$ cat src/rtl/sdrt_pkg.sv
package sdrt_pkg;

    typedef enum logic [1:0] {
        ST_OFF    = 2'd0,
        ST_FMT525 = 2'd1,
        ST_FMT625 = 2'd2
    } sdrt_state_e;

    // Map the external format code onto a controller state.
    function automatic sdrt_state_e code_to_state(input logic [1:0] code);
        case (code)
            2'd1:    return ST_FMT525;
            2'd2:    return ST_FMT625;
            default: return ST_OFF;
        endcase
    endfunction

endpackage

$ cat src/rtl/sdrt_mode_fsm.sv
module sdrt_mode_fsm
    import sdrt_pkg::*;
#(
    parameter int ACTIVE_PIX  = 720,
    parameter int HBLANK_525  = 262,
    parameter int HBLANK_625  = 274,
    parameter int LINES_525   = 525,
    parameter int ACTLN_525   = 480,
    parameter int LINES_625   = 625,
    parameter int ACTLN_625   = 576,
    parameter int PIX_W       = 10,
    parameter int LINE_W      = 10
) (
    input  logic              clk,
    input  logic              rst_n,
    input  logic [1:0]        mode_in,
    input  logic              frame_end,
    output sdrt_state_e       state_q,
    output logic              running,
    output logic [PIX_W-1:0]  pix_last,
    output logic [LINE_W-1:0] line_total,
    output logic [LINE_W-1:0] field_half,
    output logic [LINE_W-1:0] vb1_end,
    output logic [LINE_W-1:0] vb2_end
);

    localparam logic [PIX_W-1:0]  LAST_525 = PIX_W'(ACTIVE_PIX + HBLANK_525 - 1);
    localparam logic [PIX_W-1:0]  LAST_625 = PIX_W'(ACTIVE_PIX + HBLANK_625 - 1);
    localparam int                GAP_525  = (LINES_525 - ACTLN_525) / 2;
    localparam int                GAP_625  = (LINES_625 - ACTLN_625) / 2;
    localparam logic [LINE_W-1:0] HALF_525 = LINE_W'(LINES_525 / 2);
    localparam logic [LINE_W-1:0] HALF_625 = LINE_W'(LINES_625 / 2);
    localparam logic [LINE_W-1:0] E1_525   = LINE_W'(LINES_525 / 2 + GAP_525);
    localparam logic [LINE_W-1:0] E1_625   = LINE_W'(LINES_625 / 2 + GAP_625);
    localparam logic [LINE_W-1:0] E2_525   = LINE_W'((LINES_525 + GAP_525 - 1) % LINES_525);
    localparam logic [LINE_W-1:0] E2_625   = LINE_W'((LINES_625 + GAP_625 - 1) % LINES_625);

    sdrt_state_e state_d;

    // State register
    always_ff @(posedge clk or negedge rst_n) begin
        if (!rst_n) state_q <= ST_OFF;
        else        state_q <= state_d;
    end

    // Next state: leave-off, frame-swap, hold
    always_comb begin
        state_d = state_q;
        unique case (state_q)
            ST_OFF:    state_d = code_to_state(mode_in);
            ST_FMT525,
            ST_FMT625: if (frame_end) state_d = code_to_state(mode_in);
            default:   state_d = ST_OFF;
        endcase
    end

    // Outputs: geometry of the current state
    always_comb begin
        running    = 1'b0;
        pix_last   = LAST_525;
        line_total = LINE_W'(LINES_525);
        field_half = HALF_525;
        vb1_end    = E1_525;
        vb2_end    = E2_525;
        unique case (state_q)
            ST_OFF: running = 1'b0;
            ST_FMT525: running = 1'b1;
            ST_FMT625: begin
                running    = 1'b1;
                pix_last   = LAST_625;
                line_total = LINE_W'(LINES_625);
                field_half = HALF_625;
                vb1_end    = E1_625;
                vb2_end    = E2_625;
            end
            default: running = 1'b0;
        endcase
    end

endmodule

$ cat src/rtl/sdrt_raster_cnt.sv
module sdrt_raster_cnt #(
    parameter int PIX_W  = 10,
    parameter int LINE_W = 10
) (
    input  logic              clk,
    input  logic              rst_n,
    input  logic              enable,
    input  logic              running,
    input  logic [PIX_W-1:0]  pix_last,
    input  logic [LINE_W-1:0] line_total,
    output logic [PIX_W-1:0]  pix_q,
    output logic [LINE_W-1:0] line_q,
    output logic              frame_end
);

    logic line_end;

    assign line_end  = running && enable && (pix_q == pix_last);
    assign frame_end = line_end && (line_q == line_total);

    always_ff @(posedge clk or negedge rst_n) begin
        if (!rst_n) begin
            pix_q  <= '0;
            line_q <= LINE_W'(1);
        end else if (!running) begin
            pix_q  <= '0;
            line_q <= LINE_W'(1);
        end else if (enable) begin
            if (line_end) begin
                pix_q  <= '0;
                line_q <= frame_end ? LINE_W'(1) : line_q + LINE_W'(1);
            end else begin
                pix_q  <= pix_q + PIX_W'(1);
            end
        end
    end

endmodule

$ cat src/rtl/sdrt_flag_decode.sv
module sdrt_flag_decode #(
    parameter int ACTIVE_PIX = 720,
    parameter int PIX_W      = 10,
    parameter int LINE_W     = 10
) (
    input  logic              running,
    input  logic [PIX_W-1:0]  pix_q,
    input  logic [LINE_W-1:0] line_q,
    input  logic [LINE_W-1:0] line_total,
    input  logic [LINE_W-1:0] field_half,
    input  logic [LINE_W-1:0] vb1_end,
    input  logic [LINE_W-1:0] vb2_end,
    output logic              hblank,
    output logic              vblank,
    output logic              active,
    output logic              field
);

    logic in_h, in_win1, in_win2;

    always_comb begin
        in_h    = (pix_q >= PIX_W'(ACTIVE_PIX));
        in_win1 = (line_q >= field_half) && (line_q <= vb1_end);
        in_win2 = (line_q == line_total) || (line_q <= vb2_end);
        hblank  = running && in_h;
        vblank  = running && (in_win1 || in_win2);
        active  = running && !in_h && !in_win1 && !in_win2;
        field   = running && (line_q > field_half);
    end

endmodule

$ cat src/rtl/sd_raster_timer.sv
module sd_raster_timer
    import sdrt_pkg::*;
#(
    parameter int ACTIVE_PIX = 720,
    parameter int HBLANK_525 = 262,
    parameter int HBLANK_625 = 274,
    parameter int LINES_525  = 525,
    parameter int ACTLN_525  = 480,
    parameter int LINES_625  = 625,
    parameter int ACTLN_625  = 576,
    localparam int TOT_MAX   = ACTIVE_PIX + ((HBLANK_525 > HBLANK_625) ? HBLANK_525 : HBLANK_625),
    localparam int LN_MAX    = (LINES_525 > LINES_625) ? LINES_525 : LINES_625,
    localparam int PIX_W     = $clog2(TOT_MAX),
    localparam int LINE_W    = $clog2(LN_MAX + 1)
) (
    input  logic              clk,
    input  logic              rst_n,
    input  logic              enable,
    input  logic [1:0]        mode_in,
    output logic [PIX_W-1:0]  pix_count,
    output logic [LINE_W-1:0] line_count,
    output logic              hblank,
    output logic              vblank,
    output logic              active,
    output logic              field
);

    sdrt_state_e       state_q;
    logic              running, frame_end;
    logic [PIX_W-1:0]  pix_last;
    logic [LINE_W-1:0] line_total, field_half, vb1_end, vb2_end;

    sdrt_mode_fsm #(
        .ACTIVE_PIX(ACTIVE_PIX), .HBLANK_525(HBLANK_525), .HBLANK_625(HBLANK_625),
        .LINES_525(LINES_525), .ACTLN_525(ACTLN_525),
        .LINES_625(LINES_625), .ACTLN_625(ACTLN_625),
        .PIX_W(PIX_W), .LINE_W(LINE_W)
    ) u_fsm (
        .clk(clk), .rst_n(rst_n), .mode_in(mode_in), .frame_end(frame_end),
        .state_q(state_q), .running(running), .pix_last(pix_last),
        .line_total(line_total), .field_half(field_half),
        .vb1_end(vb1_end), .vb2_end(vb2_end)
    );

    sdrt_raster_cnt #(.PIX_W(PIX_W), .LINE_W(LINE_W)) u_cnt (
        .clk(clk), .rst_n(rst_n), .enable(enable), .running(running),
        .pix_last(pix_last), .line_total(line_total),
        .pix_q(pix_count), .line_q(line_count), .frame_end(frame_end)
    );

    sdrt_flag_decode #(.ACTIVE_PIX(ACTIVE_PIX), .PIX_W(PIX_W), .LINE_W(LINE_W)) u_dec (
        .running(running), .pix_q(pix_count), .line_q(line_count),
        .line_total(line_total), .field_half(field_half),
        .vb1_end(vb1_end), .vb2_end(vb2_end),
        .hblank(hblank), .vblank(vblank), .active(active), .field(field)
    );

endmodule

$ cat config.mk
export PLATFORM = sky130hd
export DESIGN_NAME = sd_raster_timer
export DESIGN_NICKNAME = d
export VERILOG_FILES = /design/src/rtl/sdrt_pkg.sv /design/src/rtl/sdrt_mode_fsm.sv /design/src/rtl/sdrt_raster_cnt.sv /design/src/rtl/sdrt_flag_decode.sv /design/src/rtl/sd_raster_timer.sv
export SDC_FILE = /design/constraint.sdc
export NUM_CORES = 1
export LEC_CHECK = 0
export ABC_CLOCK_PERIOD_IN_PS = 2300
export BUFFER_PORTS_ARGS = -buffer_cell sky130_fd_sc_hd__buf_2
export CAP_MARGIN = 20
export CORE_MARGIN = 4
export CORE_UTILIZATION = 50
export CTS_BUF_LIST = sky130_fd_sc_hd__clkbuf_16
export CTS_CLUSTER_SIZE = 8
export DETAILED_ROUTE_END_ITERATION = 12
export PLACE_DENSITY = 0.85
export REMOVE_ABC_BUFFERS = 1
export SYNTH_ARGS = -nofsm -noshare
export SYNTH_HDL_FRONTEND = slang
export SYNTH_SLANG_ARGS = --single-unit
$ cat constraint.sdc
create_clock -name clk -period 2.3 [get_ports clk]
set_input_delay 0.115 -clock clk [delete_from_list [all_inputs] [get_ports clk]]
set_output_delay 0.115 -clock clk [all_outputs]
set_load 0.05 [all_outputs]
# Word-level counts from Yosys, hierarchy flattened
# Index checks and enable logic that the tools add are counted.
[totals]
reg_bits = 22
input_bits = 5
out_inout_bits = 24
[op_classes]
add_sub_neg = 2
n_lt_le_gt_ge = 5
eq_ne = 9
n_mux = 16
reduce_logical = 18
[ops]
columns = ["operator", "n"]
rows = [
  ["$mux W10", 7],
  ["$add A10 B1 Y10 const B", 2],
  ["$eq A10 B10 Y1", 2],
  ["$mux W7", 2],
  ["$mux W6", 2],
  ["$ge A10 B10 Y1 const B", 1],
  ["$ge A10 B9 Y1", 1],
  ["$gt A10 B9 Y1", 1],
  ["$le A10 B5 Y1", 1],
  ["$le A10 B9 Y1", 1],
  ["$logic_and A1 B1 Y1", 10],
  ["$pmux W2 S2", 2],
  ["$eq A2 B1 Y1 const B", 2],
  ["$eq A2 B2 Y1 const B", 2],
  ["$mux W2", 2],
  ["$ne A2 B2 Y1 const B", 2],
  ["$logic_not A1 Y1", 3],
  ["$logic_not A2 Y1", 1],
  ["$logic_or A1 B1 Y1", 2],
  ["$ne A2 B1 Y1 const B", 1],
  ["$reduce_and A2 Y1", 1],
  ["$reduce_or A2 Y1", 1],
  ["$mux W1", 1],
]

# Logic depth before layout (Yosys ltp)
[depth]
depth_word = 10
depth_mapped = 10

# Cells and area by module
# A second synthesis with hierarchy kept.
[unflattened]
hier_cells = 339
hier_area_um2 = 2791.4
[modules_own_cells]
columns = ["module", "instances", "cells_per_inst", "area_each_um2", "seq_area_each_um2"]
rows = [
  ["sdrt_raster_cnt", 1, 147, 1341.3, 501.7],
  ["sdrt_flag_decode", 1, 129, 942.2, 0.0],
  ["sdrt_mode_fsm", 1, 63, 508.0, 50.0],
]

# Worst setup path before layout
# No wires, ideal clock.
[synth_timing]
path_type = "reg-to-output"
start = "register u_cnt.line_q[2]"
end = "output field"
arrival_ns = 2.705
t_required_ns = 2.185
slack_ns = -0.520
stages_incl_launch_ff = 7
path_cell_list = "dfrtp_1 -> inv_1 -> ha_1 -> nand4b_1 -> nor3_1 -> nand2b_1 -> a221oi_1"
[synth_via]
elab_chain_cells = 2
[synth_lines]
columns = ["element", "line", "source"]
rows = [
  ["start, declared", "sdrt_raster_cnt.sv:12", "output logic [LINE_W-1:0] line_q,"],
  ["start signal, assigned", "sdrt_raster_cnt.sv:31", "line_q <= frame_end ? LINE_W'(1) : line_q + LINE_W'(1);"],
  ["$gt A10 B9 Y1", "sdrt_flag_decode.sv:28", "field = running && (line_q > field_half);"],
  ["$logic_and A1 B1 Y1", "sdrt_flag_decode.sv:28", ""],
  ["end, declared", "sd_raster_timer.sv:25", "output logic field"],
]
# Every way passes these cells.

# Worst setup path in the final report
[layout_timing]
start = "register u_fsm.state_q[0]"
end = "output vblank"
[layout_via]
elab_chain_cells = 6
[layout_lines]
columns = ["element", "line", "source"]
rows = [
  ["start, declared", "sdrt_mode_fsm.sv:18", "output sdrt_state_e state_q,"],
  ["start signal, assigned", "sdrt_mode_fsm.sv:43", "else state_q <= state_d;"],
  ["$eq A2 B2 Y1", "n/a", ""],
  ["$mux W6 (tied with other cells)", "sdrt_mode_fsm.sv:65", "unique case (state_q)"],
  ["$ge A10 B9 Y1 (tied with other cells)", "sdrt_flag_decode.sv:23", "in_win1 = (line_q >= field_half) && (line_q <= vb1_end);"],
  ["$logic_and A1 B1 Y1 / $logic_or A1 B1 Y1 (equally long branches)", "sdrt_flag_decode.sv:23, sdrt_flag_decode.sv:24", ""],
  ["$logic_or A1 B1 Y1", "sdrt_flag_decode.sv:26", "vblank = running && (in_win1 || in_win2);"],
  ["$logic_and A1 B1 Y1 *", "sdrt_flag_decode.sv:26", ""],
  ["end, declared", "sd_raster_timer.sv:23", "output logic vblank,"],
]
# Every way passes the cells marked *; elsewhere a longest branch is shown, timed or not.

==> flow_summary_export.csv <==
group,metric,value,unit
routing,drt_iter0_drc,129,
pwr,p_sw_frac,0.3791,
layout,area_growth_syn_to_layout,43.48,%
sta,rsz0062_at_grt,"true",
yosys,syn-instance-count,182,
yosys,ys_seq_elements,22,
placed_design,placed_cell_area,0.001957,mm²
global_routing,track_usage,0.2466,
die,initial_core_util,0.5272,
routing,routedWlPerCell,17.64,µm
clock_tree,clkTransAtPathRegs,0.06,ns
die,die_x,64.97,µm
yosys,yosys-top-cells-count,"dfrtp_1, nand2_1, nor2_1",
yosys,ys_seq_area_frac,0.3400,
die,ios,29,
global_routing,antenna_found_initial,0,
die,rows,20,
clock_tree,cts_made_buffers,3,
sta,max_clock_freq,0.3604,GHz
outcome,outcome,"finished, violations left",
routing,routed_via_density,5.930,
outcome,violations,"setup timing",
layout,final.fill_count,214,
layout,finish.utilization,0.7565,
layout,nets,264,
critical_path,cpMostUsedCell,"buf_4",
yosys,yosysTopAreaCell,"dfrtp_1",
pwr,total_power,1.428,mW
routing,route.detailed.drc,0,
yosys,synth.distinct_cells,52,
sta,period_share,1.207,
layout,stdcell_area,0.002328,mm²
sta,maxSlewViolCount,0,
clock_tree,cts_sinks,22,
clock_tree,cts_root_buf,"clkbuf_16",
global_routing,grt_pass1_wl,7928,µm
yosys,async_reset_ff_frac,1.000,
critical_path,start_kind,"flip-flop",
sta,holdWs,0.1216,ns
routing,wirelength,5046,µm
pwr,p_switching,0.5413,mW
yosys,syn_area,0.001623,mm²
global_routing,grt_max_degree,23,
pwr,combPwrFrac,0.279,
yosys,synth_warnings,0,
clock_tree,h-tree-depth,1,
sta,finalSetupViolations,6,
clock_tree,clk_path_buf_depth,2,
pwr,ir_drop,0.7091,mV
critical_path,crit_family,"buffers and inverters",
sta,finalHoldViolCount,0,
pwr,p_int,0.8863,mW
pwr,seqPwrFrac,0.373,
routing,ant_nets,0,
placed_design,io_buffers,28,
sta,finalCriticalPeriod,2.775,ns
critical_path,slowest_stage,"dfrtp_1",
clock_tree,clkLatencyLatePin,0.26,ns
yosys,avgSynthCellArea,8.917,µm²
die,coreArea,0.003078,mm²
die,dieArea,0.004221,mm²
global_routing,overflow,0,
yosys,synth_flop_cell,"dfrtp_1",
critical_path,critical_path_class,"flip-flop to output port",
critical_path,cpPeakStageDelay,0.40,ns
yosys,synth_edf_count,0,
layout,drive_gt1_frac,0.3926,
job,maxCapViolations,0,
routing,first_pass_iters,4,
critical_path,critPathRequiredTime,2.18,ns
critical_path,critPathMaxFanout,5,
routing,vias,1696,
sta,fin_ws,-0.4751,ns
yosys,yosys.area.top_type_share,0.3238,
critical_path,cp-end-kind,"output port",
die,die_height,64.97,µm
yosys,yosysMostFrequentCell,"dfrtp_1",
critical_path,crit_path_cell_trace,"inv_2, ha_4, inv_4, buf_4, ha_1, nor2b_4, and2b_1, o41ai_2, a211oi_2, buf_4, nor2_4, buf_6",
clock_tree,cts_tree,"yes",
min_path,timing.hold.worst.class,"input port to flip-flop",
critical_path,critPathBufInv,5,
global_routing,grt_pass1_vias,1691,
sta,setup_tns,-1.349,ns
placed_design,hpwl,3193,µm
sta,relSlewSlack,0.6441,
critical_path,arrival,2.66,ns
sta,worst_pin_slew,0.5338,ns
sta,skew,0.002261,ns
yosys,synth_area_leaders,"dfrtp_1, ha_1, nand2_1",
pwr,p_leak,1.124,nW
pwr,pwr_density_cell,613.1,mW/mm²
layout,num_antenna_cells,0,
placed_design,gp_congestion,0.8880,
pwr,pwr-share-clk,0.348,
## power groups by stage
stage	logic, mW	clock network, mW	registers, mW
finish	0.399	0.496	0.533
global placement	0.375	0	0.535
detailed placement	0.388	0	0.535
floorplan	0.111	0	0.702
global route	0.424	0.522	0.544
CTS	0.388	0.500	0.528
## per-layer routing
| layer | GRT usage | vias up | routed length, µm |
|---|---|---|---|
| met2 | 0.4355 | 87 | 2490 |
| met5 | 0 | - | 0 |
| met1 | 0.2882 | 792 | 2006 |
| met3 | 0.03466 | 30 | 282 |
| met4 | 0.1240 | 0 | 267 |
| li1 | - | 787 | - |
## timing repair
action                     in CTS  in global routing
hold buffers                    1                  0
gates resized for setup        29                 17
setup buffers                   7                  2
pin swaps                       9                  5
hold endpoints to repair       21                  0
setup endpoints to repair      15                 15
## layout make-up
cell class	count	area [µm²]	area share
clock inverter	1	30.03	0.01290
multi-input combinational	146	1157	0.4970
clock buffer	3	75.07	0.03224
tap	44	55.05	0.02364
timing repair buffer	62	424.2	0.1822
inverter	8	35.03	0.01505
sequential	22	551.8	0.2370
## worst register-to-register path, cell delays in order, from the launching register on
cell and delay [ns]:
dfrtp_1 0.40, inv_2 0.08, ha_4 0.14, inv_4 0.05, buf_4 0.16, ha_4 0.27
buf_4 0.11, and4bb_2 0.25, a31o_4 0.28, buf_6 0.13, buf_4 0.13, a31oi_1 0.14
o21ai_1 0.07, o31ai_1 0.08
## stage by stage
step	setup WS [ns]	cells
finish	-0.4751	286
global route	-0.5771	286
CTS	-0.4327	284
detailed placement	-0.3731	272
global placement	-0.2474	272
floorplan	-0.5448	176
## cells in the final DEF (no fill, tap or decap), types with 2 or more instances in the layout
cell type,Yosys,layout
inv_4,0,2
nand2b_1,5,5
nor2_1,18,15
nand4_1,2,2
and3b_1,2,2
o21ai_1,0,7
nand2_1,19,17
dfrtp_1,21,21
inv_1,7,5
or3_1,2,2
nor4_1,2,2
buf_4,0,31
a21oi_1,6,6
and3_1,5,5
o21ai_0,14,6
a31o_2,3,2
buf_2,3,25
buf_6,2,5
and2b_1,2,2
nor2_4,0,2
clkbuf_16,0,3
nand4b_1,2,2
nor3_1,3,2
ha_1,16,12
nor3b_1,2,2
xor2_1,4,4
nand3_1,8,8
ha_4,0,4
o31ai_1,3,3
## path summary, 6_finish.rpt
check                           slack [ns]               end        startpoint  cells past startpoint
worst max-delay path                 -0.48            vblank  u_fsm.state_q[0]                     12
worst min-delay path                  0.12  u_fsm.state_q[0]        mode_in[0]                      3
worst max register to register       -0.07   u_cnt.line_q[8]  u_fsm.state_q[0]                     13
worst min register to register        0.56    u_cnt.pix_q[9]    u_cnt.pix_q[9]                      2
max in group asynchronous             1.57   u_cnt.line_q[0]             rst_n                      2
min in group asynchronous             0.37    u_cnt.pix_q[8]             rst_n                      2
## kinds of logic (layout without fill, tap and decap cells)
family / after synthesis / count (layout) / share of synthesized area
AOI/OAI and AO/OA: 43 / 43 / 0.1905
buffers and inverters: 14 / 74 / 0.04394
adders and majority gates: 16 / 16 / 0.1234
muxes: 2 / 2 / 0.01311
and+or+nand+nor: 80 / 80 / 0.2621
xor gates and xnor gates: 5 / 5 / 0.02698
DFF: 22 / 22 / 0.3400
## sequential cells by signal, indices dropped and copies added, names as in the netlist
| name | count |
|---|---|
| u_cnt.line_q | 10 |
| u_cnt.pix_q | 10 |
| u_fsm.state_q | 2 |
Power figures use the tool's default switching activity.
